## src/rtl/adcmon_pkg.sv

```systemverilog
// Shared widths, the per-comparator configuration record and the threshold test.
// Assumes results and thresholds are unsigned and have the same width.
package adcmon_pkg;
    parameter int SLOT_W = 5;
    parameter int DATA_W = 12;
    parameter int MCNT_W = 4;

    typedef struct packed {
        logic              en;
        logic [SLOT_W-1:0] slot;
        logic              cond;
        logic [DATA_W-1:0] thr;
        logic [MCNT_W-1:0] mcnt;
        logic              win;
        logic              ie;
    } cmp_cfg_t;

    // Threshold test: cond 0 means strictly below, cond 1 means at or above.
    function automatic logic thr_pass(input logic cond,
                                      input logic [DATA_W-1:0] value,
                                      input logic [DATA_W-1:0] thr);
        return cond ? (value >= thr) : (value < thr);
    endfunction
endpackage

```

## src/rtl/adcmon_cfg_bank.sv

```systemverilog
// Holds one configuration record per comparator.
// A write whose enable bit is 0 zeroes the record. The window bit is kept only
// on even comparators that have a partner above them.
// Assumes cfg_sel stays below NUM_CMP.
module adcmon_cfg_bank
    import adcmon_pkg::*;
#(
    parameter int NUM_CMP = 4,
    localparam int SEL_W  = (NUM_CMP > 1) ? $clog2(NUM_CMP) : 1
) (
    input  logic                        clk,
    input  logic                        rst_n,
    input  logic                        we,
    input  logic [SEL_W-1:0]            sel,
    input  cmp_cfg_t                    wdata,
    output cmp_cfg_t [NUM_CMP-1:0]      cfg_q,
    output logic     [NUM_CMP-1:0]      wr_hit
);
    for (genvar i = 0; i < NUM_CMP; i++) begin : g_cfg
        localparam bit WIN_OK = ((i % 2) == 0) && (i + 1 < NUM_CMP);

        // Decode of the write strobe for this comparator.
        assign wr_hit[i] = we && (sel == SEL_W'(i));

        // Record register: cleared on disable, window bit dropped where unsupported.
        always_ff @(posedge clk) begin
            if (!rst_n) begin
                cfg_q[i] <= '0;
            end else if (wr_hit[i]) begin
                if (!wdata.en) begin
                    cfg_q[i] <= '0;
                end else begin
                    cfg_q[i]     <= wdata;
                    cfg_q[i].win <= WIN_OK ? wdata.win : 1'b0;
                end
            end
        end
    end
endmodule

```

## src/rtl/adcmon_eval.sv

```systemverilog
// Decides, for each comparator, whether the current result write addresses it
// (hit) and whether the result satisfies its condition (pass). A window leader
// also needs its partner's condition to hold, and the partner to be enabled.
// Purely combinational.
module adcmon_eval
    import adcmon_pkg::*;
#(
    parameter int NUM_CMP   = 4,
    parameter int NUM_SLOTS = 19
) (
    input  logic                   res_vld,
    input  logic [SLOT_W-1:0]      res_slot,
    input  logic [DATA_W-1:0]      res_data,
    input  cmp_cfg_t [NUM_CMP-1:0] cfg_q,
    output logic     [NUM_CMP-1:0] hit,
    output logic     [NUM_CMP-1:0] pass
);
    logic slot_ok;
    logic [NUM_CMP-1:0] own_pass;

    // Results addressed to slots that do not exist reach no comparator.
    assign slot_ok = res_slot < SLOT_W'(NUM_SLOTS);

    for (genvar i = 0; i < NUM_CMP; i++) begin : g_eval
        localparam bit WIN_OK = ((i % 2) == 0) && (i + 1 < NUM_CMP);

        // Own condition and slot match.
        assign own_pass[i] = thr_pass(cfg_q[i].cond, res_data, cfg_q[i].thr);
        assign hit[i]      = res_vld && slot_ok && cfg_q[i].en &&
                             (res_slot == cfg_q[i].slot);

        if (WIN_OK) begin : g_lead
            // Window leader: partner's test applies to the same result.
            assign pass[i] = cfg_q[i].win
                ? (own_pass[i] && cfg_q[i+1].en && own_pass[i+1])
                : own_pass[i];
        end else begin : g_solo
            assign pass[i] = own_pass[i];
        end
    end
endmodule

```

## src/rtl/adcmon_run.sv

```systemverilog
// Consecutive-match counter for one comparator. It pulses set when the run
// reaches mcnt+1 and then restarts. A miss or a configuration write zeroes it.
module adcmon_run
    import adcmon_pkg::*;
(
    input  logic              clk,
    input  logic              rst_n,
    input  logic              restart,
    input  logic              hit,
    input  logic              pass,
    input  logic [MCNT_W-1:0] mcnt,
    output logic              set_pulse,
    output logic [MCNT_W-1:0] cnt
);
    logic reached;

    // Terminal match: this hit completes the run.
    assign reached   = hit && pass && (cnt == mcnt);
    assign set_pulse = reached && !restart;

    // Run-length register.
    always_ff @(posedge clk) begin
        if (!rst_n) begin
            cnt <= '0;
        end else if (restart) begin
            cnt <= '0;
        end else if (hit) begin
            if (!pass || reached) cnt <= '0;
            else                  cnt <= cnt + 1'b1;
        end
    end
endmodule

```

## src/rtl/adc_cmp_monitor.sv

```systemverilog
// Top of the compare monitor. It ties the configuration bank, the result
// evaluator and one run counter per comparator together, and holds the sticky
// flags. irq is a combinational OR over the enabled flags.
module adc_cmp_monitor
    import adcmon_pkg::*;
#(
    parameter int NUM_CMP   = 4,
    parameter int NUM_SLOTS = 19,
    localparam int SEL_W    = (NUM_CMP > 1) ? $clog2(NUM_CMP) : 1
) (
    input  logic               clk,
    input  logic               rst_n,
    input  logic               res_vld,
    input  logic [SLOT_W-1:0]  res_slot,
    input  logic [DATA_W-1:0]  res_data,
    input  logic               cfg_we,
    input  logic [SEL_W-1:0]   cfg_sel,
    input  logic               cfg_en,
    input  logic [SLOT_W-1:0]  cfg_slot,
    input  logic               cfg_cond,
    input  logic [DATA_W-1:0]  cfg_thr,
    input  logic [MCNT_W-1:0]  cfg_mcnt,
    input  logic               cfg_win,
    input  logic               cfg_ie,
    input  logic [NUM_CMP-1:0] flag_clr,
    output logic [NUM_CMP-1:0] cmp_flag,
    output logic               irq
);
    cmp_cfg_t                            wdata;
    cmp_cfg_t [NUM_CMP-1:0]              cfg_q;
    logic     [NUM_CMP-1:0]              wr_hit;
    logic     [NUM_CMP-1:0]              hit;
    logic     [NUM_CMP-1:0]              pass;
    logic     [NUM_CMP-1:0]              set_vec;
    logic     [NUM_CMP-1:0]              ie_vec;
    logic     [NUM_CMP-1:0][MCNT_W-1:0]  run_cnt;

    // Pack the configuration ports into one record.
    always_comb begin
        wdata      = '0;
        wdata.en   = cfg_en;
        wdata.slot = cfg_slot;
        wdata.cond = cfg_cond;
        wdata.thr  = cfg_thr;
        wdata.mcnt = cfg_mcnt;
        wdata.win  = cfg_win;
        wdata.ie   = cfg_ie;
    end

    adcmon_cfg_bank #(.NUM_CMP(NUM_CMP)) u_cfg (
        .clk    (clk),
        .rst_n  (rst_n),
        .we     (cfg_we),
        .sel    (cfg_sel),
        .wdata  (wdata),
        .cfg_q  (cfg_q),
        .wr_hit (wr_hit)
    );

    adcmon_eval #(.NUM_CMP(NUM_CMP), .NUM_SLOTS(NUM_SLOTS)) u_eval (
        .res_vld  (res_vld),
        .res_slot (res_slot),
        .res_data (res_data),
        .cfg_q    (cfg_q),
        .hit      (hit),
        .pass     (pass)
    );

    for (genvar i = 0; i < NUM_CMP; i++) begin : g_run
        adcmon_run u_run (
            .clk       (clk),
            .rst_n     (rst_n),
            .restart   (wr_hit[i]),
            .hit       (hit[i]),
            .pass      (pass[i]),
            .mcnt      (cfg_q[i].mcnt),
            .set_pulse (set_vec[i]),
            .cnt       (run_cnt[i])
        );
        assign ie_vec[i] = cfg_q[i].ie;
    end

    // Sticky flags: a set on the same edge wins over a clear.
    always_ff @(posedge clk) begin
        if (!rst_n) cmp_flag <= '0;
        else        cmp_flag <= (cmp_flag & ~flag_clr) | set_vec;
    end

    // Interrupt request from any enabled flag.
    assign irq = |(cmp_flag & ie_vec);
endmodule

```

## config.mk

```make
export PLATFORM = sky130hd
export DESIGN_NAME = adc_cmp_monitor
export DESIGN_NICKNAME = d
export VERILOG_FILES = /design/src/rtl/adcmon_pkg.sv /design/src/rtl/adcmon_cfg_bank.sv /design/src/rtl/adcmon_eval.sv /design/src/rtl/adcmon_run.sv /design/src/rtl/adc_cmp_monitor.sv
export SDC_FILE = /design/constraint.sdc
export NUM_CORES = 1
export LEC_CHECK = 0
export CAP_MARGIN = 20
export CORE_MARGIN = 2
export CORE_UTILIZATION = 53
export DETAILED_ROUTE_END_ITERATION = 12
export PLACE_DENSITY = 0.77
export SETUP_SLACK_MARGIN = 0.5
export SLEW_MARGIN = 20
export SYNTH_ARGS = -nofsm -noshare
export SYNTH_HDL_FRONTEND = slang
export SYNTH_SLANG_ARGS = --single-unit
export TNS_END_PERCENT = 10
```

## constraint.sdc

```tcl
create_clock -name clk -period 2.5 [get_ports clk]
set_input_delay 0.375 -clock clk [delete_from_list [all_inputs] [get_ports clk]]
set_output_delay 0.375 -clock clk [all_outputs]
set_load 0.03 [all_outputs]
```

Word level (Yosys, flattened, before mapping)
Index checks and enable logic that the tools add are counted.
Storage, ports and cells
  flip-flop bits (word level): 118
  input bits: 52
  output and inout port bits: 5
  word-level logic and storage cells: 119
Cells by class
  $add $sub $neg: 4
  order comparisons: 9
  eq/ne operators: 11
  mux-type cells: 12
  bitwise operators: 5
  reductions and logical operators: 47
Operators with widths (count)
  25-bit two-way mux: 2
  12-bit >= comparator: 4
  12-bit less-than comparator: 4
  1-bit logical AND: 29
  5-bit == test: 4
  4-bit by 1-bit adder with 4-bit output, second input constant: 4
  4-bit == test: 4
  4-bit two-way mux: 4
  4-bit bitwise AND: 2
  1-bit zero test: 8
  2-bit OR reduction: 4
  1-bit two-way mux: 6
  5-bit less-than comparator, second input constant: 1
  2-bit == test, second input constant: 2
  1-bit logical OR: 4
  4-bit NOT: 1
  4-bit bitwise OR: 1
  4-bit OR reduction: 1
  2-bit by 1-bit == test with 1-bit output, second input constant: 1
  2-bit zero test: 1
  1-bit NOT: 1

Logic depth before layout (Yosys ltp)
  depth in word-level cells: 9
  mapped depth: 9
  depth with buffers taken out: 9

By module
Synthesis repeated with hierarchy kept, for this count alone.
Second synthesis, totals
  cells, all modules: 720
  area total of the unflattened synthesis: 6507.5 um2
Modules (own cells, without submodules)
  adcmon_cfg_bank: times used 1, cells each 358, area an instance 3637.2 um2, seq. area each 1961.9 um2
  adcmon_eval: times used 1, cells each 227, area an instance 1635.3 um2, seq. area each 0.0 um2
  adcmon_run: times used 4, cells each 30, area an instance 270.3 um2, seq. area each 80.1 um2
  adc_cmp_monitor: times used 1, cells each 15, area an instance 153.9 um2, seq. area each 80.1 um2

Worst setup path before layout
Ideal clock, no wire load.
  path kind: input-to-reg
  start: input port res_data[5]
  end: register g_run[2].u_run.cnt[0]
  library setup time: 0.058 ns
  arrival time: 2.335 ns
  data required time: 2.442 ns
  slack: 0.107 ns
  cell stages on the path: 8
  path buffers: 0
  cells stage by stage: ha_1 -> a21o_1 -> a221o_1 -> a221o_1 -> or3_4 -> and3_4 -> nor4b_2 -> o21a_1
Between the ends
  word-level cells in the longest chain between the ends: 9
  elaborated cells on any way between the ends: 14
  those cells by class: order compare (4); mux (4); reduce/logical (6)
Ends and longest elaborated chain
  from (decl): RTL line adc_cmp_monitor.sv:15  | input logic [DATA_W-1:0] res_data,
  12-bit less-than comparator or 12-bit >= comparator (tied branches): RTL line adcmon_pkg.sv:22  | return cond ? (value >= thr) : (value < thr);
  1-bit two-way mux: RTL line adcmon_pkg.sv:22
  1-bit logical AND (2 in series): RTL line adcmon_eval.sv:35  | ? (own_pass[i] && cfg_q[i+1].en && own_pass[i+1])
  1-bit two-way mux (*): RTL line adcmon_eval.sv:35
  1-bit logical AND (2 in series): RTL line adcmon_run.sv:18  | assign reached = hit && pass && (cnt == mcnt);
  1-bit logical OR (*): RTL line adcmon_run.sv:28  | if (!pass || reached) cnt <= '0;
  4-bit two-way mux (*): RTL line adcmon_run.sv:28
  to (signal assigned): RTL line adcmon_run.sv:29  | else cnt <= cnt + 1'b1;
  to (decl): RTL line adcmon_run.sv:13  | output logic [MCNT_W-1:0] cnt
Every way passes the cells marked *; elsewhere a longest branch is shown, timed or not.
A chain may end at the register's enable or synchronous reset.

Final worst setup path
  start: input port res_data[9]
  end: register g_run[2].u_run.cnt[1]
The elaborated chain is that of the path after synthesis.

==> flow_summary.toml <==
[setup_path]
start_kind = "input pin"
cp.arrival_ns = 2.87
end_kind = "flop"
criticalPathCategory = "input pin to flop"
required_ns = 2.87
path_max_fanout = 5

[synthesis]
avgSynthCellArea_um2 = 8.010
ys_ff_latch = 118
synth_edf_count = 0
ys_warn_count = 0
synth_cell_type_count = 50
async_flop_share = 0
synth_fp_nets = 923
synth-seq-area-share = 0.3601
syn_area_mm2 = 0.006560
syn_inst = 819
synthFlopType = "dfxtp_1"

[global_routing]
track_usage = 0.2882
antenna_found_initial = 0
grt_overflow = 0
grt_pass1_wl_um = 29970
grt_max_degree = 57
grt_pass1_vias = 6346

[power_and_ir_drop]
p_switching_mw = 1.163
pwr-share-clk = 0.470
leakage_nw = 2.971
combPwrFrac = 0.121
intPower_mw = 3.564
seq_power_share = 0.410
switching_share = 0.2461
power_density_mw_per_mm2 = 578.5
peakVddDrop_mv = 0.4843

[cells_and_area]
final_cells = 1065
final_util = 0.6775
n_antenna_cell = 0
drive_gt1_frac = 0.1182
synthToLayoutAreaGrowth_pct = 24.57
finalNetCount = 991
final_cell_mix = "nand2_1 (135), dfxtp_1 (114), nand3_1 (108)"
layout_commonest_cell = "nand2_1"
n_fill_cell = 977

[floorplan]
ios = 57
core_area_mm2 = 0.01206
dieWidth_um = 115.3
dieHeight_um = 115.3
dieArea_mm2 = 0.01328
initial_utilization = 0.5439
rows = 40

[detailed_routing]
drt-total-wl_um = 18520
drt_first_iter_violations = 477
dr.pass1.iters = 5
vias = 6131
via_per_inst = 5.757
ant_nets = 0
drt_drc_violations_left = 0
post_drt_wl_per_cell_um = 17.39

[sta]
min_period_ns = 2.499
rsz0062_at_grt = "true"
fmaxAchievable_ghz = 0.4001
final-hold-violation-count = 0
worst_clock_skew_ns = 0.009083
finalSetupViolations = 0
tightest_slew_ns = 0.7331
slew_headroom = 0.5113
min_period_over_period = 0.9998
slew_violations = 0
holdWs_ns = 0.3324

[clocking]
htreeDepth = 4
cts_buffer_depth = 2
numCtsBuffers = 17
insertion_delay_ns = 0.42
clock_sinks = 118
path_clk_slew_ns = 0.05
post_cts_buffers = 0
cts_hold_buf = 0
cts_tree = "done"
clockRootBuffer = "clkbuf_16"

[place]
globalplace.congestion = 0.8877
dpl.cell_count = 1036
port_buffers = 56
hpwlAfterDp_um = 12550

[run]
drv_cap = 0

[hold_path]
worstHoldPathType = "input pin to flop"

[outcome]
status = "complete, no violations"
[cells by family (layout without fill, tap and decap cells)]
kind of cell    count (synthesis)  after routing  share of synthesized area
simple gates                  328            328                     0.2422
compound gates                178            178                     0.1883
flops                         118            118                     0.3601
buf+inv                       106            184                    0.06065
fa+ha+maj                      52             52                    0.09918
xor+xnor                       36             36                    0.04806
mux                             1              1                   0.001526
[worst max-delay path: stages]
cell and delay, ns:
clkdlybuf4s50_1 0.48, ha_1 0.36, a21o_1 0.17, a21o_1 0.17, a221o_1 0.34, or3_4 0.37
and3_4 0.23, and4bb_1 0.27, o21a_1 0.10
[state kept, by name (all words and copies together), names as in the netlist]
register / cells
cmp_flag: 4
g_run.u_run.cnt: 16
u_cfg.cfg_q: 98
[timing repair]
| action | 4_1_cts | 5_1_grt |
|---|---|---|
| endpoints found under the setup margin | 21 | 21 |
| hold endpoints to repair | 0 | 0 |
| pin swaps | 6 | 7 |
| cloned | 0 | 0 |
| gates resized for setup | 21 | 12 |
[power by group through the flow]
| stage | combinational [mW] | sequential, mW | clock, mW |
|---|---|---|---|
| 2_1_floorplan | 0.293 | 1.97 | 0 |
| 6_report | 0.570 | 1.94 | 2.22 |
| 5_1_grt | 0.617 | 1.94 | 2.31 |
| 3_5_place_dp | 0.539 | 1.97 | 0 |
| 4_1_cts | 0.551 | 1.94 | 2.22 |
| 3_3_place_gp | 0.517 | 1.97 | 0 |
[through the flow]
stage	setup slack [ns]	instance area, um^2	TNS, ns	power (mW)
floorplan	0.1984	6609	0	2.262
global placement	-0.5405	7525	-8.631	2.490
detailed placement	-0.6160	7525	-9.692	2.514
CTS	0.05328	8115	0	4.711
global route	-0.03188	8172	-0.08777	4.863
finish	0.0005582	8172	0	4.727
[routing by layer]
metal,track usage,routed length (um)
met3,0.05588,924
met1,0.3389,7712
met2,0.5071,9270
met5,0,0
met4,0.1325,611
[final cells by class]
type	instances	area, um^2	share of cell area
Inverter	56	210.2	0.02572
Sequential cell	118	2367	0.2897
Clock inverter	4	20.02	0.002450
Tap cell	168	210.2	0.02572
Multi-Input combinational cell	595	3966	0.4854
Clock buffer	25	515.5	0.06308
Timing Repair Buffer	99	882.1	0.1079
[final timing paths]
check	cells past startpoint	to	start	slack, ns
worst max-delay path	9	g_run[2].u_run.cnt[1]	res_data[9]	0.0006
worst min-delay path	3	u_cfg.cfg_q[88]	cfg_en	0.33
worst max register to register	9	g_run[2].u_run.cnt[1]	u_cfg.cfg_q[86]	0.03
worst min register to register	2	u_cfg.cfg_q[32]	u_cfg.cfg_q[32]	0.46
[cells in the mapped netlist, types with 15 or more instances]
library cell	number	area, um^2
nand2_1	135	506.7
clkbuf_1	46	172.7
nand4_1	15	93.84
inv_1	56	210.2
o21ai_0	15	75.07
xnor2_1	16	140.1
a21boi_0	100	750.7
ha_1	52	650.6
xor2_1	20	175.2
dfxtp_1	118	2362
a21oi_1	30	150.1
nand3_1	109	545.5
Power figures use the tool's default switching activity.
